===== config.mk =====
export PLATFORM = sky130hd
export DESIGN_NAME = dma_channel
export DESIGN_NICKNAME = d
export VERILOG_FILES = /design/src/rtl/dma_pkg.sv /design/src/rtl/dma_regs.sv /design/src/rtl/dma_boff.sv /design/src/rtl/dma_engine.sv /design/src/rtl/dma_channel.sv
export SDC_FILE = /design/constraint.sdc
export NUM_CORES = 1
export LEC_CHECK = 0
export BUFFER_PORTS_ARGS = -buffer_cell sky130_fd_sc_hd__buf_4
export CORE_MARGIN = 1
export CORE_UTILIZATION = 50
export CTS_BUF_LIST = sky130_fd_sc_hd__clkbuf_16
export DETAILED_ROUTE_END_ITERATION = 6
export PLACE_DENSITY = 0.77
export SYNTH_ARGS = -nofsm -noshare
export SYNTH_HDL_FRONTEND = slang
export SYNTH_SLANG_ARGS = --single-unit

===== constraint.sdc =====
create_clock -name clk -period 3.5 [get_ports clk]
set_input_delay 0.7 -clock clk [delete_from_list [all_inputs] [get_ports clk]]
set_output_delay 0.7 -clock clk [all_outputs]
set_load 0.02 [all_outputs]

===== src/rtl/dma_pkg.sv =====
package dma_pkg;
  localparam int unsigned AOFF_W = 16;
  localparam int unsigned BANK_W = 8;
  localparam int unsigned CNT_W  = 16;
  localparam int unsigned LAST_REG = 6;

  typedef struct packed {
    logic       b_to_a;
    logic [1:0] spare;
    logic       step_dn;
    logic       fixed;
    logic [2:0] mode;
  } ctrl_t;

  typedef enum logic [1:0] {ST_IDLE, ST_FETCH, ST_PUT} eng_st_e;
endpackage


===== src/rtl/dma_regs.sv =====
module dma_regs
  import dma_pkg::*;
#(
  parameter int unsigned SEL_W = 4
) (
  input  logic              clk,
  input  logic              rst_n,
  input  logic [SEL_W-1:0]  sel,
  input  logic              wr,
  input  logic              rd,
  input  logic [7:0]        wdata,
  input  logic              lock,
  input  logic              adv,
  output logic [7:0]        rdata,
  output logic              bad,
  output ctrl_t             ctrl,
  output logic [7:0]        port,
  output logic [BANK_W+AOFF_W-1:0] a_full,
  output logic [CNT_W-1:0]  count
);
  ctrl_t             ctrl_q, ctrl_d;
  logic [7:0]        port_q, port_d;
  logic [AOFF_W-1:0] aoff_q, aoff_d;
  logic [BANK_W-1:0] bank_q, bank_d;
  logic [CNT_W-1:0]  cnt_q, cnt_d;
  logic              wr_ok;

  assign bad   = (rd || wr) && (sel > SEL_W'(LAST_REG));
  assign wr_ok = wr && !lock && !bad;

  always_comb begin
    ctrl_d = ctrl_q;
    port_d = port_q;
    aoff_d = aoff_q;
    bank_d = bank_q;
    cnt_d  = cnt_q;
    if (adv) begin
      cnt_d = cnt_q - 1'b1;
      if (!ctrl_q.fixed)
        aoff_d = ctrl_q.step_dn ? aoff_q - 1'b1 : aoff_q + 1'b1;
    end else if (wr_ok) begin
      case (sel)
        SEL_W'(0): ctrl_d = ctrl_t'(wdata);
        SEL_W'(1): port_d = wdata;
        SEL_W'(2): aoff_d[7:0]  = wdata;
        SEL_W'(3): aoff_d[15:8] = wdata;
        SEL_W'(4): bank_d = wdata;
        SEL_W'(5): cnt_d[7:0]   = wdata;
        SEL_W'(6): cnt_d[15:8]  = wdata;
        default: ;
      endcase
    end
  end

  always_ff @(posedge clk or negedge rst_n) begin
    if (!rst_n) begin
      ctrl_q <= '0;
      port_q <= '0;
      aoff_q <= '0;
      bank_q <= '0;
      cnt_q  <= '0;
    end else begin
      ctrl_q <= ctrl_d;
      port_q <= port_d;
      aoff_q <= aoff_d;
      bank_q <= bank_d;
      cnt_q  <= cnt_d;
    end
  end

  always_comb begin
    rdata = 8'h00;
    if (!bad) begin
      case (sel)
        SEL_W'(0): rdata = ctrl_q;
        SEL_W'(1): rdata = port_q;
        SEL_W'(2): rdata = aoff_q[7:0];
        SEL_W'(3): rdata = aoff_q[15:8];
        SEL_W'(4): rdata = bank_q;
        SEL_W'(5): rdata = cnt_q[7:0];
        SEL_W'(6): rdata = cnt_q[15:8];
        default:   rdata = 8'h00;
      endcase
    end
  end

  assign ctrl   = ctrl_q;
  assign port   = port_q;
  assign a_full = {bank_q, aoff_q};
  assign count  = cnt_q;

  assert_bad_keeps_R2: assert property (@(posedge clk) disable iff (!rst_n)
    (wr && bad && !adv) |=> ($stable(ctrl_q) && $stable(port_q) && $stable(aoff_q)
                            && $stable(bank_q) && $stable(cnt_q)));

  assert_bank_const_R5: assert property (@(posedge clk) disable iff (!rst_n)
    adv |=> $stable(bank_q));

  assert_locked_port_R1: assert property (@(posedge clk) disable iff (!rst_n)
    (lock && $past(lock)) |-> $stable(port_q));
endmodule


===== src/rtl/dma_boff.sv =====
module dma_boff (
  input  logic [2:0] mode,
  input  logic [1:0] idx,
  output logic [1:0] off
);
  always_comb begin
    case (mode)
      3'd1:    off = {1'b0, idx[0]};
      3'd3:    off = idx;
      default: off = 2'd0;
    endcase
  end
endmodule


===== src/rtl/dma_engine.sv =====
module dma_engine
  import dma_pkg::*;
#(
  parameter int unsigned CYC_W     = 24,
  parameter int unsigned BASE_COST = 8,
  parameter int unsigned STEP_COST = 8,
  parameter int unsigned FILL_COST = 4,
  parameter logic [7:0]  WRAM_PORT = 8'h80,
  parameter logic [7:0]  FILL_BYTE = 8'hFF
) (
  input  logic             clk,
  input  logic             rst_n,
  input  logic             start,
  input  ctrl_t            ctrl,
  input  logic [7:0]       port,
  input  logic [CNT_W-1:0] count,
  input  logic             a_is_wram,
  input  logic [7:0]       a_rdata,
  input  logic [7:0]       b_rdata,
  output logic             busy,
  output logic             done,
  output logic             adv,
  output logic [1:0]       idx,
  output logic             a_rd,
  output logic             a_wr,
  output logic [7:0]       a_wdata,
  output logic             b_rd,
  output logic             b_wr,
  output logic [7:0]       b_wdata,
  output logic [CYC_W-1:0] cost
);
  eng_st_e          st_q, st_d;
  logic [1:0]       idx_q, idx_d;
  logic [CYC_W-1:0] cost_q, cost_d;
  logic             special;

  assign special = (port == WRAM_PORT) && a_is_wram;

  always_comb begin
    st_d    = st_q;
    idx_d   = idx_q;
    cost_d  = cost_q;
    a_rd    = 1'b0;
    a_wr    = 1'b0;
    b_rd    = 1'b0;
    b_wr    = 1'b0;
    a_wdata = 8'h00;
    b_wdata = 8'h00;
    adv     = 1'b0;
    done    = 1'b0;
    case (st_q)
      ST_IDLE: begin
        if (start) begin
          st_d   = ST_FETCH;
          idx_d  = 2'd0;
          cost_d = CYC_W'(BASE_COST);
        end
      end
      ST_FETCH: begin
        if (!special) begin
          if (ctrl.b_to_a) b_rd = 1'b1;
          else             a_rd = 1'b1;
        end
        st_d = ST_PUT;
      end
      ST_PUT: begin
        adv   = 1'b1;
        idx_d = idx_q + 1'b1;
        if (special) begin
          if (ctrl.b_to_a) begin
            a_wr    = 1'b1;
            a_wdata = FILL_BYTE;
            cost_d  = cost_q + CYC_W'(FILL_COST);
          end else begin
            cost_d  = cost_q + CYC_W'(STEP_COST);
          end
        end else begin
          if (ctrl.b_to_a) begin
            a_wr    = 1'b1;
            a_wdata = b_rdata;
          end else begin
            b_wr    = 1'b1;
            b_wdata = a_rdata;
          end
          cost_d = cost_q + CYC_W'(STEP_COST);
        end
        if (count == CNT_W'(1)) begin
          st_d = ST_IDLE;
          done = 1'b1;
        end else begin
          st_d = ST_FETCH;
        end
      end
      default: st_d = ST_IDLE;
    endcase
  end

  always_ff @(posedge clk or negedge rst_n) begin
    if (!rst_n) begin
      st_q   <= ST_IDLE;
      idx_q  <= '0;
      cost_q <= '0;
    end else begin
      st_q   <= st_d;
      idx_q  <= idx_d;
      cost_q <= cost_d;
    end
  end

  assign busy = (st_q != ST_IDLE);
  assign idx  = idx_q;
  assign cost = cost_q;

  assert_one_strobe_R4: assert property (@(posedge clk) disable iff (!rst_n)
    $onehot0({a_rd, a_wr, b_rd, b_wr}));

  assert_dir_ab_R4: assert property (@(posedge clk) disable iff (!rst_n)
    (busy && !ctrl.b_to_a) |-> (!a_wr && !b_rd));

  assert_wram_no_b_R7: assert property (@(posedge clk) disable iff (!rst_n)
    (busy && special) |-> (!b_rd && !b_wr && !a_rd));

  assert_cost_step_R8: assert property (@(posedge clk) disable iff (!rst_n)
    (st_q == ST_PUT) |=> ((cost_q - $past(cost_q) == CYC_W'(STEP_COST)) ||
                          (cost_q - $past(cost_q) == CYC_W'(FILL_COST))));

  assert_done_ends_R9: assert property (@(posedge clk) disable iff (!rst_n)
    done |=> !busy);
endmodule


===== src/rtl/dma_channel.sv =====
module dma_channel
  import dma_pkg::*;
#(
  parameter int unsigned SEL_W     = 4,
  parameter int unsigned CYC_W     = 24,
  parameter logic [15:0] B_PAGE    = 16'h2100,
  parameter logic [7:0]  WRAM_PORT = 8'h80
) (
  input  logic             clk,
  input  logic             rst_n,
  input  logic [SEL_W-1:0] reg_sel,
  input  logic             reg_wr,
  input  logic             reg_rd,
  input  logic [7:0]       reg_wdata,
  output logic [7:0]       reg_rdata,
  output logic             reg_err,
  input  logic             start,
  output logic             busy,
  output logic             done,
  output logic [CYC_W-1:0] xfer_cycles,
  output logic [23:0]      a_addr,
  input  logic             a_is_wram,
  output logic             a_rd,
  output logic             a_wr,
  output logic [7:0]       a_wdata,
  input  logic [7:0]       a_rdata,
  output logic [15:0]      b_addr,
  output logic             b_rd,
  output logic             b_wr,
  output logic [7:0]       b_wdata,
  input  logic [7:0]       b_rdata
);
  ctrl_t            ctrl;
  logic [7:0]       port;
  logic [CNT_W-1:0] count;
  logic             adv;
  logic [1:0]       idx;
  logic [1:0]       off;

  dma_regs #(.SEL_W(SEL_W)) u_regs (
    .clk(clk), .rst_n(rst_n), .sel(reg_sel), .wr(reg_wr), .rd(reg_rd),
    .wdata(reg_wdata), .lock(busy), .adv(adv), .rdata(reg_rdata), .bad(reg_err),
    .ctrl(ctrl), .port(port), .a_full(a_addr), .count(count)
  );

  dma_boff u_boff (.mode(ctrl.mode), .idx(idx), .off(off));

  dma_engine #(.CYC_W(CYC_W), .WRAM_PORT(WRAM_PORT)) u_eng (
    .clk(clk), .rst_n(rst_n), .start(start), .ctrl(ctrl), .port(port),
    .count(count), .a_is_wram(a_is_wram), .a_rdata(a_rdata), .b_rdata(b_rdata),
    .busy(busy), .done(done), .adv(adv), .idx(idx),
    .a_rd(a_rd), .a_wr(a_wr), .a_wdata(a_wdata),
    .b_rd(b_rd), .b_wr(b_wr), .b_wdata(b_wdata), .cost(xfer_cycles)
  );

  assign b_addr = B_PAGE | ({8'h00, port} + {14'h0000, off});
endmodule


# == Word-level counts from Yosys, hierarchy flattened ==
# Index checks and enable logic that the tools add are counted.
# word_totals
reg_bits,84
input_bits,34
output_inout_bits,95
word_cells,101
# classes
addsub,7
magnitude_cmp,1
eq_ne,14
muxes,40
n_bitwise,1
n_reduce_logical,24
# op_table
op,n
$mux W16,6
$mux W8,12
$mux W24,3
$pmux W8 S7,1
$pmux W24 S2,1
$sub A16 B1 Y16 const B,2
$add A24 B3 Y24 const B,1
$add A24 B4 Y24 const B,1
$add A16 B1 Y16 const B,1
$eq A16 B1 Y1 const B,1
$reduce_and A3 Y1,5
$reduce_bool A2 Y1,7
$eq A4 B3 Y1 const B,3
$mux W1,12
$add A8 B2 Y8,1
$eq A4 B2 Y1 const B,2
$eq A8 B8 Y1 const B,1
$pmux W2 S2,2
$pmux W2 S3,1
$reduce_and A2 Y1,3
$eq A4 B1 Y1 const B,1
$gt A4 B3 Y1 const B,1
$logic_and A1 B1 Y1,4
$logic_not A4 Y1,1
11 further kinds,14

# == Longest topological paths before layout ==
# Gate-level depths: netlist (run 1).
# logic_depth
ltp_word,6
depth_mapped,8
mapped_depth_nobuf,7

# == Modules after synthesis ==
# From an unflattened synthesis (run 1), not the netlist that was laid out.
# unflattened
cells_unflattened,662
area_unflattened_um2,5983.2
# by_module_without_submodules
module,instances,cells_each,area_per_inst_um2,seq_area_each_um2
dma_regs,1,431,4041.4,1401.3
dma_engine,1,198,1696.6,650.6
dma_channel,1,31,225.2,0.0
dma_boff,1,2,20.0,0.0

# == Worst setup path before layout (run 1) ==
# No wires, ideal clock.
# synth_timing
path_type,input-to-output
startpoint,input port a_is_wram
endpoint,output port b_wdata[0]
arrival_time_ns,2.191
required_ns,2.800
path_slack_ns,0.609
path_stages,4
path_cell_list,and4bb_2 > and3_1 > nor3_1 > and2_1
# synth_between
elab_chain_len,3
# synth_rtl
element,line,text
from (decl),dma_channel.sv:22,"input logic a_is_wram,"
$logic_and A1 B1 Y1,dma_engine.sv:37,assign special = (port == WRAM_PORT) && a_is_wram;
$mux W8,dma_engine.sv:69,if (special) begin
$mux W8,dma_engine.sv:51,case (st_q)
to (decl),dma_channel.sv:30,"output logic [7:0] b_wdata,"
# No other way between the ends.

# == Final worst setup path (run 1) ==
# layout_timing
startpoint,register u_regs.port_q[1] (netlist: u_regs.port[1])
endpoint,output port b_wdata[2]
# layout_between
elab_chain_len,4
# layout_rtl
element,line,text
from (decl),dma_regs.sv:22,"logic [7:0] port_q, port_d;"
from (signal assigned),dma_regs.sv:64,port_q <= port_d;
$eq A8 B8 Y1,dma_engine.sv:37,
$logic_and A1 B1 Y1,dma_engine.sv:37,
$mux W8,dma_engine.sv:69,
$mux W8,dma_engine.sv:51,
# No other way between the ends.

==> results.tsv, run 1 <==
metric	value	unit
relSlewSlack	0.2953	
rows	38	
core-area	10940	µm²
drt.antenna.violating_nets	0	
clk_latency	340	ps
synth_top_area_frac	0.3611	
final.setup.worst_slack	456.0	ps
power	5.130	mW
cp_data_arrival_time	2340	ps
antenna_found_initial	0	
avgSynthCellArea	8.992	µm²
clk_pin_slew	60	ps
root_buffer	clkbuf_16	
synthAdderAreaFrac	0.05108	
finalCritPeriodShare	0.8697	
diodes	0	
die_area	11800	µm²
p_comb_frac	0.504	
hold_path.class	register to register	
peakVddDrop	0.5389	mV
multi_input_area	3430	µm²
overflow	0	
powerDensity	744.2	nW/µm²
ys_seq_area_frac	0.3611	
fin_setup_tns	0	ps
status	complete, no violations	
drt_iter0_markers	580	
synth-seq-cells	82	
dr.pass1.iters	5	
clkPwrFrac	0.180	
cp-end-kind	output port	
syn_area	5683	µm²
drive_gt1_frac	0.2426	
cts_hold_buf	0	
synth-main-ff-cell	dfrtp_1	
synth_compound_area_frac	0.2105	
maxSlewViolCount	0	
fillers	973	
async_reset_ff_frac	1.000	
finalSetupViolations	0	
ioPinCount	129	
switchingPower	2.336	mW
final_cells	882	
drc_errors	0	
viasPerCell	6.432	
fin_skew	7.498	ps
cts_tree	yes	
synth_area_leaders	dfrtp_1 (36%), mux2_2 (5.2%), ha_1 (4.4%), o21ai_0 (4.2%), mux2i_1 (3.7%)	
grt_max_degree	83	
cts_setup_buffers	0	
track_usage	0.2985	
hpwlAfterDp	12280	µm
worst-r2r-setup-slack	620	ps
cts.sinks	82	
first_global_vias	5295	
synth_cell_type_count	72	
hold_ws	496.5	ps
finalHoldViolCount	0	
io_buffers	118	
synth-edff-count	0	
synth-simple-area-share	0.2197	
finalNetCount	794	
muxShareOfSynthArea	0.09093	
grt_setup_unrepaired	no	
worst-path-max-fanout	12	
place.gp.congestion	0.9342	
crit_required	2800	ps
start_util	0.5197	
numPlacedInstances	867	
period_needed	3044	ps
clock.fmax	328.5	MHz
wire_per_inst	19.61	µm
syn_inst	632	
area_growth	21.29	%
tightest_slew	1057	ps
synth_top_family_by_area	simple AND/OR/NAND/NOR gates	
internal_power	2.794	mW
yosys_warnings	0	
p_sw_frac	0.4553	
ctsHtreeMaxLevel	3	
drt-total-wl	17300	µm
grt_pass1_wl	26970	µm
clock_path_buffers	2	
cts_made_buffers	9	
critPathKind	register to output port	
die_w	108.6	µm
post_cts_resized	0	
synth-xor-area-share	0.02466	
yosysTopAreaCell	dfrtp_1	
startpoint_type	register	
seqPwrFrac	0.316	
die_y	108.6	µm
p_leak	3.174	nW
maxCapViolations	0	
regArea	2052	µm²
pre_cts_slack	483.2	ps
num_vias	5673	
==> Yosys cell counts, types with 12 or more instances <==
| cell type | number |
|---|---|
| and3_1 | 14 |
| nand2_1 | 55 |
| nor2_1 | 46 |
| nor3_1 | 18 |
| dfrtp_1 | 82 |
| and2_1 | 16 |
| nand3_1 | 33 |
| mux2i_1 | 21 |
| clkbuf_1 | 13 |
| o211ai_1 | 13 |
| ha_1 | 20 |
| mux2_2 | 26 |
| a21oi_1 | 32 |
| o21ai_0 | 48 |
| o21a_1 | 12 |
==> logic make-up after synthesis <==
logic type	Yosys count
and+or+nand+nor	239
AOI/OAI and AO/OA	177
DFF	82
muxes	48
buffers and inverters	46
adders and majority gates	22
xor gates and xnor gates	16
other	2
==> critical path, stage by stage, from the launching register on <==
cell      delay (ps)
dfrtp_1          480
and4bb_2         280
and3_1           300
nor3_1           580
and2_1           220
buf_4            140
==> through the flow <==
step | area, µm² | util
after detailed placement | 6618 | 0.6051
after floorplan | 5713 | -
after global routing | 6893 | 0.6303
after CTS | 6893 | 0.6303
after global placement | 6618 | 0.6051
final | 6893 | 0.6303
==> worst paths after layout <==
kind                                startpoint  cells past startpoint           endpoint
worst max-delay path            u_regs.port[1]                      5         b_wdata[2]
worst min-delay path            u_eng.cost[23]                      1     u_eng.cost[23]
worst max register to register  u_regs.ctrl[4]                      6  u_regs.aoff_q[15]
worst min register to register  u_eng.cost[23]                      1     u_eng.cost[23]
max in group asynchronous                rst_n                      1     u_regs.ctrl[1]
min in group asynchronous                rst_n                      1  u_regs.aoff_q[15]
==> flip-flops by register name, indices dropped and copies added, names as in the netlist <==
name,flops
u_eng.cost,22
u_eng.idx,2
u_eng.st_q,2
u_regs.aoff_q,16
u_regs.bank_q,8
u_regs.count,16
u_regs.ctrl,8
u_regs.port,8
==> cells in the final DEF, fill, tap and decap left out, types with 6 or more instances in the layout <==
master / netlist / layout
nor3_1: 18 / 18
a22oi_1: 6 / 6
xnor2_1: 10 / 10
o21a_1: 12 / 12
ha_1: 20 / 20
dfrtp_1: 82 / 82
nand2b_1: 8 / 8
clkbuf_16: 0 / 9
a21o_1: 7 / 7
inv_1: 10 / 11
and3_1: 14 / 14
mux2i_1: 21 / 21
o211ai_1: 13 / 13
mux2_2: 26 / 26
o21ai_0: 48 / 48
a21oi_1: 32 / 32
nand3_1: 33 / 33
nand4_1: 10 / 10
and2_1: 16 / 16
nand2_1: 55 / 55
conb_1: 2 / 10
a31oi_1: 10 / 10
buf_4: 10 / 123
xor2_1: 6 / 6
o31ai_1: 6 / 6
o221a_2: 9 / 9
nor2_1: 46 / 46
==> power by group through the flow <==
stage	logic [mW]	clock network, mW	registers [mW]
final	2.59	0.923	1.62
after global routing	2.82	0.968	1.64
after CTS	2.57	0.926	1.60
after floorplan	1.67	0	1.60
after global placement	2.48	0	1.60
after detailed placement	2.54	0	1.61
==> layout make-up <==
type,count,area share
Clock buffer,9,0.03267
Clock inverter,6,0.007261
Inverter,10,0.005446
Multi-Input combinational cell,512,0.4975
Sequential cell,82,0.2977
Tap cell,140,0.02541
Timing Repair Buffer,123,0.1340
==> per-layer routing <==
layer / part of all wire / track usage / vias to the layer above
met5: 0 / 0 / -
met4: 0.030 / 0.1226 / 0
met3: 0.091 / 0.04722 / 49
met2: 0.46 / 0.4733 / 329
met1: 0.42 / 0.4067 / 2731
li1: - / - / 2564
Power figures use the tool's default switching activity.
==> run 2, diff against run 1 <==
- CORE_ASPECT_RATIO: not set -> 1.1
==> run 2 against run 1 <==
Effect of this change: sequential cell count is the same; final area grew 1.3%; routed wire length shrank 1.8%; largest cell class unchanged.
==> results.tsv, run 2 (synthesis results as in run 1) <==
metric	value	unit
die_w	103.7	µm
relSlewSlack	0.2965	
finalCritPeriodShare	0.8665	
tightest_slew	1055	ps
startpoint_type	register	
hpwlAfterDp	12530	µm
period_needed	3033	ps
hold_ws	493.2	ps
critPathKind	register to output port	
rr_startpoint	u_regs.ctrl[4]	
cp-end-kind	output port	
layout_common_cells	buf_4 (123), dfrtp_1 (82), nand2_1 (55)	
area_growth	22.92	%
post_cts_resized	0	
io_buffers	118	
antenna_found_initial	0	
powerDensity	761.2	nW/µm²
min_path_cells	1	
worst-r2r-setup-slack	930	ps
finalHoldViolCount	0	
start_util	0.5161	
viasPerCell	6.255	
dr.pass1.iters	5	
grt_setup_unrepaired	no	
slowest_delay	580	ps
grt_pass1_wl	27040	µm
slowest_stage	nor3_1	
drt.antenna.violating_nets	0	
fillers	945	
track_usage	0.2897	
finalSetupViolations	0	
largest_register_ffs	22	
path_buf_inv	1	
cp_data_arrival_time	2330	ps
cts_setup_buffers	0	
num_vias	5567	
cp_cell_sequence	and4bb_2, and3_1, nor3_1, and2_1, buf_4	
cts_hold_buf	0	
layout_commonest_cell	buf_4	
clk_pin_slew	60	ps
rows	40	
path_delay_family	simple AND/OR/NAND/NOR gates	
wire_per_inst	19.09	µm
clk_latency	330	ps
cts_made_buffers	9	
maxSlewViolCount	0	
clock_path_buffers	2	
die_area	11800	µm²
rr_worst_depth	7	
fin_skew	8.798	ps
root_buffer	clkbuf_16	
drt_iter0_markers	358	
status	complete, no violations	
drc_errors	0	
peakVddDrop	0.5306	mV
cts_tree	yes	
crit_required	2800	ps
place.gp.congestion	0.9382	
ioPinCount	129	
finalNetCount	794	
drt-total-wl	16990	µm
cts.sinks	82	
grt_max_degree	83	
clock.fmax	329.7	MHz
overflow	0	
min_to	u_eng.cost[23]	
r2r-end	u_regs.aoff_q[13]	
drive_gt1_frac	0.2466	
core-area	11010	µm²
first_global_vias	5259	
p_leak	3.209	nW
maxCapViolations	0	
worst-path-max-fanout	12	
fin_setup_tns	0	ps
die_y	113.8	µm
ctsHtreeMaxLevel	3	
min_from	u_eng.cost[23]	
hold_path.class	register to register	
==> run 2: worst max path at each step <==
stage              startpoint          to  slack, ps  cells past startpoint
5_1_grt        u_regs.port[1]  b_wdata[5]        270                      5
2_1_floorplan       a_is_wram  b_wdata[0]        610                      4
4_1_cts        u_regs.port[1]  b_wdata[1]        430                      5
3_3_place_gp        a_is_wram  b_wdata[0]        620                      6
6_report       u_regs.port[1]  b_wdata[1]        470                      5
3_5_place_dp        a_is_wram  b_wdata[1]        510                      6
==> run 2: final cells by class <==
cell class / count / area (µm²) / area share
Multi-Input combinational cell: 512 / 3430 / 0.4910
Clock buffer: 9 / 225.2 / 0.03224
Clock inverter: 6 / 131.4 / 0.01881
Inverter: 10 / 37.54 / 0.005373
Tap cell: 147 / 183.9 / 0.02633
Antenna cell: 1 / 2.502 / 0.0003582
Timing Repair Buffer: 123 / 923.4 / 0.1322
Sequential cell: 82 / 2052 / 0.2937
==> run 2: routing by layer <==
metal,vias up,GRT usage,wire [µm]
li1,2584,-,-
met1,2685,0.3780,7190
met2,253,0.4765,8103
met3,45,0.04229,1103
met4,0,0.1410,593
met5,-,0,0
==> run 2: worst register-to-register path: stages, from the launching register on <==
cell	delay, ps
dfrtp_1	640
ha_1	380
a2111o_1	470
o21bai_1	190
o2111a_1	210
o21a_1	200
o21a_1	170
o31ai_1	210
==> run 2: power breakdown <==
group	switching [mW]	total, mW	leakage (nW)	internal (mW)
Clock	0.378	1.14	0.173	0.763
Sequential	0.423	1.62	1.02	1.19
Combinational	1.50	2.56	2.01	1.06
Total	2.30	5.32	3.21	3.01
==> run 2: metrics by stage <==
stage	total power, mW	cells	cell area [µm²]	utilization	setup slack [ps]
5_1_grt	5.635	889	6983	0.6342	267.2
3_5_place_dp	4.156	874	6626	0.6018	505.1
3_3_place_gp	4.082	874	6626	0.6018	616.3
4_1_cts	5.314	889	6983	0.6342	431.5
2_1_floorplan	3.272	640	5713	-	608.9
6_report	5.317	890	6985	0.6344	467.4
==> run 3, diff against run 2 <==
==> constraint.sdc (replaced) <==
create_clock -name clk -period 3.9 [get_ports clk]
set_input_delay 0.78 -clock clk [delete_from_list [all_inputs] [get_ports clk]]
set_output_delay 0.78 -clock clk [all_outputs]
set_load 0.01 [all_outputs]
==> run 3 against run 2 <==
Effect of this change: final area down 1.4%; routed wire length up 0.86%; sequential power decreased by 9.9%; clock power shrank 32%; sequential cell count did not move; global-route usage is 0.94 points higher; combinational power decreased by 16%.
==> results.tsv, run 3 (synthesis results as in run 1) <==
metric	value	unit
status	complete, no violations	
cts_setup_buffers	0	
multi_input_area	3430	µm²
fillers	942	
core-area	11010	µm²
relSlewSlack	0.2955	
post_cts_resized	0	
maxCapViolations	0	
clock_path_buffers	2	
hold_path.class	register to register	
place.gp.congestion	0.9878	
cts_hold_buf	0	
slowest_stage	nor3_1	
diodes	0	
dr.pass1.iters	5	
layout_commonest_cell	buf_4	
fin_skew	6.958	ps
finalNetCount	794	
first_global_vias	5326	
tightest_slew	1057	ps
io_buffers	118	
clk_latency	340	ps
die_w	103.7	µm
ctsHtreeMaxLevel	3	
powerDensity	634.1	nW/µm²
drc_errors	0	
ioPinCount	129	
startpoint_type	primary input	
grt_pass1_wl	27960	µm
antenna_found_initial	0	
drt_iter0_markers	417	
p_leak	3.167	nW
critPathKind	primary input to output port	
drive_gt1_frac	0.2450	
drt.antenna.violating_nets	0	
start_util	0.5161	
clk_pin_slew	60	ps
crit_required	3120	ps
track_usage	0.2990	
cts_made_buffers	9	
cts_tree	yes	
die_y	113.8	µm
layout_common_cells	buf_4 (123), dfrtp_1 (82), nand2_1 (55)	
die_area	11800	µm²
worst_path_most_repeated_cell	buf_4	
overflow	0	
finalCritPeriodShare	0.8088	
finalSetupViolations	0	
num_vias	5528	
viasPerCell	6.211	
clock.fmax	317.0	MHz
cp_cell_sequence	buf_4, and4bb_2, and3_1, nor3_1, and2_1, buf_4	
drt-total-wl	17140	µm
finalHoldViolCount	0	
period_needed	3154	ps
numPlacedInstances	874	
final_cells	890	
root_buffer	clkbuf_16	
grt_max_degree	83	
rows	40	
cp-end-kind	output port	
maxSlewViolCount	0	
hpwlAfterDp	12640	µm
area_growth	21.22	%
worst-path-max-fanout	12	
wire_per_inst	19.26	µm
largest_register_ffs	22	
grt_setup_unrepaired	no	
cp_data_arrival_time	2370	ps
regArea	2052	µm²
slowest_delay	610	ps
peakVddDrop	0.2887	mV
cts.sinks	82	
fin_setup_tns	0	ps
-- run 3: changes by cell type in the layout (fill, tap and decap cells not counted) --
cell	change
bufinv_16	-4
clkinv_1	+2
clkinv_2	+2
clkinv_4	+1
diode_2	-1
-- run 3: final timing paths --
check                           slack, ps  depth (start not counted)      startpoint           endpoint
worst max-delay path                  750                          6       a_is_wram         b_wdata[6]
worst max register to register       1260                          7  u_regs.ctrl[4]  u_regs.aoff_q[15]
min in group asynchronous             590                          1           rst_n   u_regs.aoff_q[8]
worst min register to register        510                          1  u_eng.cost[13]     u_eng.cost[13]
max in group asynchronous            2600                          1           rst_n     u_regs.port[3]
worst min-delay path                  510                          1  u_eng.cost[13]     u_eng.cost[13]
-- run 3: final cells by class --
type	instances	area share
Clock buffer	9	0.03269
Timing Repair Buffer	123	0.1340
Clock inverter	7	0.005449
Multi-Input combinational cell	512	0.4978
Inverter	10	0.005449
Tap cell	147	0.02670
Sequential cell	82	0.2979
-- run 3: per-stage QoR --
stage	util	area [µm²]	setup slack (ps)	hold slack, ps	total power, mW
after CTS	0.6257	6889	726.6	509.0	4.351
after global placement	0.6018	6626	870.7	480.0	3.513
final	0.6257	6889	745.7	509.3	4.369
after floorplan	-	5713	1125	449.8	2.781
after detailed placement	0.6018	6626	738.9	497.6	3.580
after global routing	0.6257	6889	540.0	531.0	4.678
-- run 3: critical path, delay by kind of cell --
| family | cells | cell delay, ps |
|---|---|---|
| AND/OR/NAND/NOR | 4 | 1380 |
| buffers and inverters | 2 | 230 |
-- run 3: power breakdown --
group	internal, mW	switching [mW]	total [mW]
Combinational	0.942	1.20	2.14
Sequential	1.07	0.389	1.46
Clock	0.423	0.349	0.772
Total	2.44	1.93	4.37
-- run 3: layer usage --
layer / share of wire / vias to the layer above / track usage / wire, µm
met5: 0 / - / 0 / 0
met4: 0.038 / 0 / 0.1600 / 653
met3: 0.066 / 42 / 0.04743 / 1132
met2: 0.47 / 251 / 0.4738 / 8036
met1: 0.43 / 2660 / 0.3969 / 7314
li1: - / 2575 / - / -
